## src/rtl/trc_capture_pkg.sv

```systemverilog
package trc_capture_pkg;
  typedef enum logic [1:0] {
    MODE_CIRC = 2'd0,
    MODE_HWQ  = 2'd1,
    MODE_SWQ  = 2'd2
  } cap_mode_e;

  localparam int unsigned REG_CTRL   = 0;
  localparam int unsigned REG_STATUS = 1;
  localparam int unsigned REG_WPTR   = 2;
  localparam int unsigned REG_RPTR   = 3;
  localparam int unsigned REG_DATA   = 4;
endpackage

```

## src/rtl/trc_store.sv

```systemverilog
module trc_store #(
  parameter int unsigned DEPTH = 16,
  parameter int unsigned EW    = 32,
  localparam int unsigned AW   = $clog2(DEPTH)
) (
  input  logic          clk,
  input  logic          we,
  input  logic [AW-1:0] waddr,
  input  logic [EW-1:0] wdata,
  input  logic [AW-1:0] raddr,
  output logic [EW-1:0] rdata
);
  logic [EW-1:0] mem [DEPTH];

  always_ff @(posedge clk) begin
    if (we) mem[waddr] <= wdata;
  end

  assign rdata = mem[raddr];
endmodule

```

## src/rtl/trc_ptr_ctrl.sv

```systemverilog
module trc_ptr_ctrl
  import trc_capture_pkg::*;
#(
  parameter int unsigned DEPTH = 16,
  localparam int unsigned AW   = $clog2(DEPTH),
  localparam int unsigned CW   = $clog2(DEPTH + 1)
) (
  input  logic          clk,
  input  logic          rst_n,
  input  logic          in_valid,
  input  logic          out_ready,
  input  logic          cap_stop,
  input  logic          wr_ctrl,
  input  logic          wr_rptr,
  input  logic          rd_data,
  input  logic [31:0]   wdata,
  output logic          en_q,
  output logic [1:0]    mode_q,
  output logic [AW-1:0] wptr_q,
  output logic [AW-1:0] rptr_q,
  output logic          wrapped_q,
  output logic          empty,
  output logic          full,
  output logic          is_hw,
  output logic          in_ready,
  output logic          push,
  output logic          out_valid
);
  localparam logic [AW-1:0] LAST = AW'(DEPTH - 1);

  logic [CW-1:0] count_q;
  logic is_sw, is_circ, pop_hw, pop_sw, adv_circ, start, rptr_ok, cnt_inc;

  function automatic logic [AW-1:0] nxt(input logic [AW-1:0] p);
    return (p == LAST) ? '0 : p + 1'b1;
  endfunction

  assign is_hw    = (mode_q == MODE_HWQ);
  assign is_sw    = (mode_q == MODE_SWQ);
  assign is_circ  = !is_hw && !is_sw;
  assign full     = (count_q == CW'(DEPTH));
  assign empty    = (count_q == '0);
  assign in_ready = en_q && (is_circ || !full);
  assign push     = in_valid && in_ready;
  assign out_valid = is_hw && !empty;
  assign pop_hw   = out_valid && out_ready;
  assign pop_sw   = rd_data && is_sw && !empty;
  assign adv_circ = rd_data && is_circ && !empty;
  assign start    = wr_ctrl && !en_q && wdata[0] && !cap_stop;
  assign rptr_ok  = wr_rptr && !en_q && is_circ && (wdata < 32'(DEPTH));
  assign cnt_inc  = push && !(is_circ && full);

  always_ff @(posedge clk or negedge rst_n) begin
    if (!rst_n) begin
      en_q      <= 1'b0;
      mode_q    <= MODE_CIRC;
      wptr_q    <= '0;
      rptr_q    <= '0;
      count_q   <= '0;
      wrapped_q <= 1'b0;
    end else begin
      if (cap_stop)     en_q <= 1'b0;
      else if (wr_ctrl) en_q <= wdata[0];
      if (wr_ctrl && !en_q) mode_q <= wdata[2:1];

      if (start) begin
        wptr_q    <= '0;
        rptr_q    <= '0;
        count_q   <= '0;
        wrapped_q <= 1'b0;
      end else begin
        if (push) begin
          wptr_q <= nxt(wptr_q);
          if (is_circ && wptr_q == LAST) wrapped_q <= 1'b1;
        end
        if (pop_hw || pop_sw || adv_circ) rptr_q <= nxt(rptr_q);
        else if (rptr_ok)                 rptr_q <= wdata[AW-1:0];
        count_q <= count_q + CW'(cnt_inc) - CW'(pop_hw || pop_sw);
      end
    end
  end

  // the write index returns to zero after the last slot
  p_wptr_wrap_r1: assert property (@(posedge clk) disable iff (!rst_n)
    push && wptr_q == LAST && !wr_ctrl |=> wptr_q == '0);
  // enabled circular capture is never stalled
  p_circ_open_r1: assert property (@(posedge clk) disable iff (!rst_n)
    en_q && is_circ |-> in_ready);
  // wrapped flag is sticky during a capture
  p_wrap_sticky_r2: assert property (@(posedge clk) disable iff (!rst_n)
    en_q && wrapped_q |=> wrapped_q);
  // occupancy never exceeds depth
  p_no_overflow_r3: assert property (@(posedge clk) disable iff (!rst_n)
    count_q <= CW'(DEPTH));
  // full queue refuses input
  p_full_stall_r3: assert property (@(posedge clk) disable iff (!rst_n)
    !is_circ && full |-> !push);
  // presented word held while the consumer stalls
  p_out_hold_r4: assert property (@(posedge clk) disable iff (!rst_n)
    out_valid && !out_ready && !wr_ctrl |=> out_valid && $stable(rptr_q));
  // empty read leaves the read index alone
  p_empty_read_r6: assert property (@(posedge clk) disable iff (!rst_n)
    rd_data && empty |=> $stable(rptr_q));
  // mode frozen while capture is enabled
  p_mode_frozen_r8: assert property (@(posedge clk) disable iff (!rst_n)
    en_q |=> $stable(mode_q));
  // stop ends capture on the next cycle
  p_stop_ends_r9: assert property (@(posedge clk) disable iff (!rst_n)
    cap_stop |=> !en_q);
endmodule

```

## src/rtl/trc_regs.sv

```systemverilog
module trc_regs
  import trc_capture_pkg::*;
#(
  parameter int unsigned DEPTH = 16,
  parameter int unsigned EW    = 32,
  localparam int unsigned AW   = $clog2(DEPTH)
) (
  input  logic          psel,
  input  logic          penable,
  input  logic          pwrite,
  input  logic [4:0]    paddr,
  output logic [31:0]   prdata,
  output logic          wr_ctrl,
  output logic          wr_rptr,
  output logic          rd_data,
  input  logic          en_q,
  input  logic [1:0]    mode_q,
  input  logic          wrapped_q,
  input  logic          empty,
  input  logic          full,
  input  logic          is_hw,
  input  logic [AW-1:0] wptr_q,
  input  logic [AW-1:0] rptr_q,
  input  logic [EW-1:0] mem_rd
);
  logic       hit, acc_wr, acc_rd;
  logic [2:0] idx;

  assign idx    = paddr[4:2];
  assign hit    = (paddr[1:0] == 2'b00);
  assign acc_wr = psel && penable && pwrite && hit;
  assign acc_rd = psel && penable && !pwrite && hit;

  assign wr_ctrl = acc_wr && (idx == 3'(REG_CTRL));
  assign wr_rptr = acc_wr && (idx == 3'(REG_RPTR));
  assign rd_data = acc_rd && (idx == 3'(REG_DATA));

  always_comb begin
    prdata = '0;
    if (hit) begin
      unique case (idx)
        3'(REG_CTRL):   prdata = {29'd0, mode_q, en_q};
        3'(REG_STATUS): prdata = {29'd0, wrapped_q, full, empty};
        3'(REG_WPTR):   prdata = 32'(wptr_q);
        3'(REG_RPTR):   prdata = 32'(rptr_q);
        3'(REG_DATA):   prdata = (is_hw || empty) ? '1 : 32'(mem_rd);
        default:        prdata = '0;
      endcase
    end
  end
endmodule

```

## src/rtl/trc_capture_buf.sv

```systemverilog
module trc_capture_buf #(
  parameter int unsigned DATA_W = 24,
  parameter int unsigned SRC_W  = 8,
  parameter int unsigned DEPTH  = 16,
  localparam int unsigned EW    = DATA_W + SRC_W,
  localparam int unsigned AW    = $clog2(DEPTH)
) (
  input  logic              clk,
  input  logic              rst_n,
  input  logic              in_valid,
  output logic              in_ready,
  input  logic [DATA_W-1:0] in_data,
  input  logic [SRC_W-1:0]  in_src,
  output logic              out_valid,
  input  logic              out_ready,
  output logic [DATA_W-1:0] out_data,
  output logic [SRC_W-1:0]  out_src,
  input  logic              cap_stop,
  input  logic              psel,
  input  logic              penable,
  input  logic              pwrite,
  input  logic [4:0]        paddr,
  input  logic [31:0]       pwdata,
  output logic [31:0]       prdata
);
  logic          en_q, wrapped_q, empty, full, is_hw, push;
  logic          wr_ctrl, wr_rptr, rd_data;
  logic [1:0]    mode_q;
  logic [AW-1:0] wptr_q, rptr_q;
  logic [EW-1:0] mem_rd;

  trc_ptr_ctrl #(.DEPTH(DEPTH)) u_ctrl (
    .clk(clk), .rst_n(rst_n), .in_valid(in_valid), .out_ready(out_ready),
    .cap_stop(cap_stop), .wr_ctrl(wr_ctrl), .wr_rptr(wr_rptr), .rd_data(rd_data),
    .wdata(pwdata), .en_q(en_q), .mode_q(mode_q), .wptr_q(wptr_q), .rptr_q(rptr_q),
    .wrapped_q(wrapped_q), .empty(empty), .full(full), .is_hw(is_hw),
    .in_ready(in_ready), .push(push), .out_valid(out_valid)
  );

  trc_store #(.DEPTH(DEPTH), .EW(EW)) u_store (
    .clk(clk), .we(push), .waddr(wptr_q), .wdata({in_src, in_data}),
    .raddr(rptr_q), .rdata(mem_rd)
  );

  trc_regs #(.DEPTH(DEPTH), .EW(EW)) u_regs (
    .psel(psel), .penable(penable), .pwrite(pwrite), .paddr(paddr),
    .prdata(prdata), .wr_ctrl(wr_ctrl), .wr_rptr(wr_rptr), .rd_data(rd_data),
    .en_q(en_q), .mode_q(mode_q), .wrapped_q(wrapped_q), .empty(empty),
    .full(full), .is_hw(is_hw), .wptr_q(wptr_q), .rptr_q(rptr_q), .mem_rd(mem_rd)
  );

  assign out_data = mem_rd[DATA_W-1:0];
  assign out_src  = mem_rd[EW-1:DATA_W];
endmodule

```

## config.mk

```make
export PLATFORM = sky130hd
export DESIGN_NAME = trc_capture_buf
export DESIGN_NICKNAME = d
export VERILOG_FILES = /design/src/rtl/trc_capture_pkg.sv /design/src/rtl/trc_store.sv /design/src/rtl/trc_ptr_ctrl.sv /design/src/rtl/trc_regs.sv /design/src/rtl/trc_capture_buf.sv
export SDC_FILE = /design/constraint.sdc
export NUM_CORES = 1
export LEC_CHECK = 0
export BUFFER_PORTS_ARGS = -buffer_cell sky130_fd_sc_hd__buf_4
export CORE_ASPECT_RATIO = 0.75
export CORE_MARGIN = 2
export CORE_UTILIZATION = 40
export DETAILED_ROUTE_END_ITERATION = 16
export PLACE_DENSITY_LB_ADDON = 0.2
export SYNTH_ARGS = -nofsm -noshare
export SYNTH_HDL_FRONTEND = slang
export SYNTH_SLANG_ARGS = --single-unit
```

## constraint.sdc

```tcl
create_clock -name clk -period 6.1 [get_ports clk]
set_input_delay 1.525 -clock clk [delete_from_list [all_inputs] [get_ports clk]]
set_output_delay 1.525 -clock clk [all_outputs]
set_load 0.01 [all_outputs]
```

==> reports/results.tsv <==
stage	metric	value	unit
status	status	finished clean	
clock_tree	cts_max_path_buffers	3	
power_and_ir_drop	peakVddDrop	0.2362	mV
synthesis	synth_compound_area_share	1.055	%
clock_tree	numCtsBuffers	50	
worst_setup_path	worstPathMaxFanout	38	
timing	grt_setup_unrepaired	false	
route	drcViolationCount	0	
power_and_ir_drop	p_leak	7.909	nW
die	core	51800	µm²
finish	fillerInstances	4282	
global_route	first_global_vias	10590	
synthesis	yosysTopAreaCellShare	72.85	%
finish	drive_above_1_share	36.10	%
synthesis	ys_async_sr_fraction	3.214	%
timing	setup_viol	0	
timing	worst_slew_pin_slew	1.165	ns
finish	fin_nets	1226	
route	drtIter0Drc	876	
timing	hold_ws	0.5005	ns
route	ant_nets	0	
synthesis	avgSynthCellArea	21.82	µm²
timing	tns	0	ns
synthesis	synth_area	21100	µm²
timing	drv_slew	0	
route	vias_per_cell	5.420	
clock_tree	cts_hold_buf	0	
route	wl	49210	µm
synthesis	synthXorXnorAreaFrac	0.2075	%
synthesis	yosys.area.top_type	edfxtp_1	
timing	hold_violations	0	
synthesis	synth.area.top_cells	edfxtp_1 (73%), mux4_2 (17%), dfrtp_1 (2.0%)	
synthesis	synth_top_family_by_area	multiplexers	
clock_tree	insertion_delay	0.57	ns
clock_tree	root_buffer	clkbuf_16	
timing	post-route-period-util	83.75	%
synthesis	muxShareOfSynthArea	17.57	%
timing	max_slew_margin	22.33	%
worst_setup_path	worstSetupEndpointType	output pin	
worst_setup_path	criticalPathCategory	reg -> out	
route	vias	10150	
synthesis	ys_seq_area_share	74.87	%
synthesis	yosysUniqueCellTypes	54	
min_path	whs_path_depth	1	
global_route	grt_max_degree	51	
timing	min_period	5.109	ns
clock_tree	cts_sinks	529	
clock_tree	cts_tree	yes	
synthesis	ys_warn_count	0	
clock_tree	cts_resized	0	
die	die_area	54630	µm²
die	io_pins	143	
synthesis	synth_edf_count	512	
worst_setup_path	arrival	3.58	ns
synthesis	synth_flop_cell	edfxtp_1	
clock_tree	post_cts_buffers	0	
place	gp_congestion	0.7342	
die	die_x	269.2	µm
min_path	hp-class	reg -> reg	
global_route	grt_pass1_wl	72730	µm
global_route	antenna_found_initial	1	
place	hpwl	26950	µm
timing	fin_worst_skew	0.008379	ns
timing	fmax	195.7	MHz
global_route	grt.total_usage	18.19	%
clock_tree	h-tree-depth	2	
die	rows	72	
route	wl_per_cell	26.27	µm
route	first_pass_iters	5	
synthesis	ys_seq_elements	529	
place	numPortBuffers	142	
synthesis	synthCells	967	
worst_setup_path	critPathLaunchType	flop	
synthesis	synth_commonest_cells	edfxtp_1 (512), mux4_2 (161), nor2_1 (43), nor3_1 (37), clkbuf_1 (33)	
power_and_ir_drop	powerDensity	398.6	nW/µm²
global_route	gr-total-overflow	0	
synthesis	synth_fa_ha_area_share	0.8656	%
synthesis	mappedNetlistNets	1058	
job	cap_violations	0	
clock_tree	clkTransAtPathRegs	0.06	ns
worst_setup_path	reg2reg_depth	8	
worst_setup_path	cp_data_required_time	4.58	ns
finish	syn_to_final_growth	16.19	%
die	start_util	40.74	%
synthesis	synth_most_common_cell	edfxtp_1	
synthesis	yosys.area_share.simple	3.783	%
die	die_y	202.9	µm
[per-layer routing]
metal / routed length (µm) / global-route usage (%) / vias to the layer above
li1: - / - / 4407
met1: 22340 / 25.75 / 5430
met2: 23480 / 29.43 / 252
met3: 2440 / 3.560 / 62
met4: 943 / 4.110 / 0
met5: 0 / 0 / -
[through the flow]
step                instances  setup WS, ns  total power [mW]  cell area [µm²]  util, %
global placement         1786         1.347             7.082            23090    44.57
CTS                      1872        0.8843             9.907            24520    47.33
finish                   1873        0.9910             9.774            24520    47.34
floorplan                 967         1.055             6.110            21100        -
global route             1872        0.7222             10.22            24520    47.33
detailed placement       1786         1.354             7.086            23090    44.57
[kinds of logic after synthesis]
kind of cell,after synthesis
flip-flops,529
multiplexers,169
AND/OR/NAND/NOR,150
buffers and inverters,69
AO/OA/AOI/OAI,31
adder cells (fa/ha/maj),14
XOR/XNOR,5
[area by class of cell]
type | instances | area [µm²] | area share, %
diodes | 1 | 2.502 | 0.01021
clock inverters | 23 | 106.4 | 0.4337
inverters | 14 | 52.55 | 0.2143
repair buffers | 171 | 1346 | 5.491
clock buffers | 63 | 1321 | 5.389
multi-input cells | 369 | 5001 | 20.40
well taps | 703 | 879.6 | 3.587
flip-flops and latches | 529 | 15810 | 64.48
[state kept, by name (all words and copies together) (netlist names)]
name and count:
u_ctrl.mode_q 2, u_ctrl.en_q 1, u_store.mem 512, u_ctrl.rptr_q 4
u_ctrl.wrapped_q 1, u_ctrl.count_q 5, u_ctrl.wptr_q 4
[cell usage in the layout, fill, tap and decap left out, types with 3 or more instances in the layout]
cell type | synthesis | routed
a21oi_1 | 7 | 7
and2_2 | 0 | 3
and3_2 | 0 | 9
buf_12 | 0 | 5
buf_4 | 1 | 166
clkbuf_1 | 33 | 12
clkbuf_16 | 0 | 51
clkinv_1 | 0 | 13
clkinv_2 | 0 | 8
dfrtp_1 | 17 | 13
edfxtp_1 | 512 | 512
ha_1 | 13 | 12
inv_1 | 14 | 14
mux2i_1 | 6 | 6
mux4_2 | 161 | 161
nand2_1 | 13 | 12
nand3_1 | 7 | 7
nand4_1 | 3 | 3
nor2_1 | 43 | 42
nor2b_1 | 7 | 7
nor3_1 | 37 | 36
nor4_1 | 6 | 6
nor4b_1 | 4 | 3
o21ai_1 | 3 | 3
xnor2_1 | 3 | 3
[worst max-delay path, stage by stage (launching register included)]
cell,delay (ns)
dfrtp_4,1.00
buf_12,0.38
mux4_2,0.56
mux4_2,0.52
nor3_1,0.22
nor2_1,0.08
buf_4,0.20
[report_power, final]
part / switching [mW] / internal [mW] / leakage [nW]
clock network: 1.30 / 1.52 / 0.703
registers: 0.265 / 4.02 / 4.81
logic: 1.18 / 1.49 / 2.39
total: 2.75 / 7.03 / 7.91
[path summary, 6_finish.rpt]
path	startpoint	to	slack (ns)
setup reg to reg	u_ctrl.mode_q[0]$_DFFE_PN0P_	u_store.mem[0][25]$_DFFE_PP_	2.70
hold reg to reg	u_ctrl.wrapped_q$_DFFE_PN0P_	u_ctrl.wrapped_q$_DFFE_PN0P_	0.50
max in group asynchronous	rst_n	u_ctrl.rptr_q[0]$_DFFE_PN0P_	5.06
hold / removal	u_ctrl.wrapped_q$_DFFE_PN0P_	u_ctrl.wrapped_q$_DFFE_PN0P_	0.50
setup / recovery	u_ctrl.rptr_q[0]$_DFFE_PN0P_	prdata[21]	0.99
min in group asynchronous	rst_n	u_ctrl.count_q[3]$_DFF_PN0_	0.82
No activity file was read; power rests on OpenSTA's default activity.
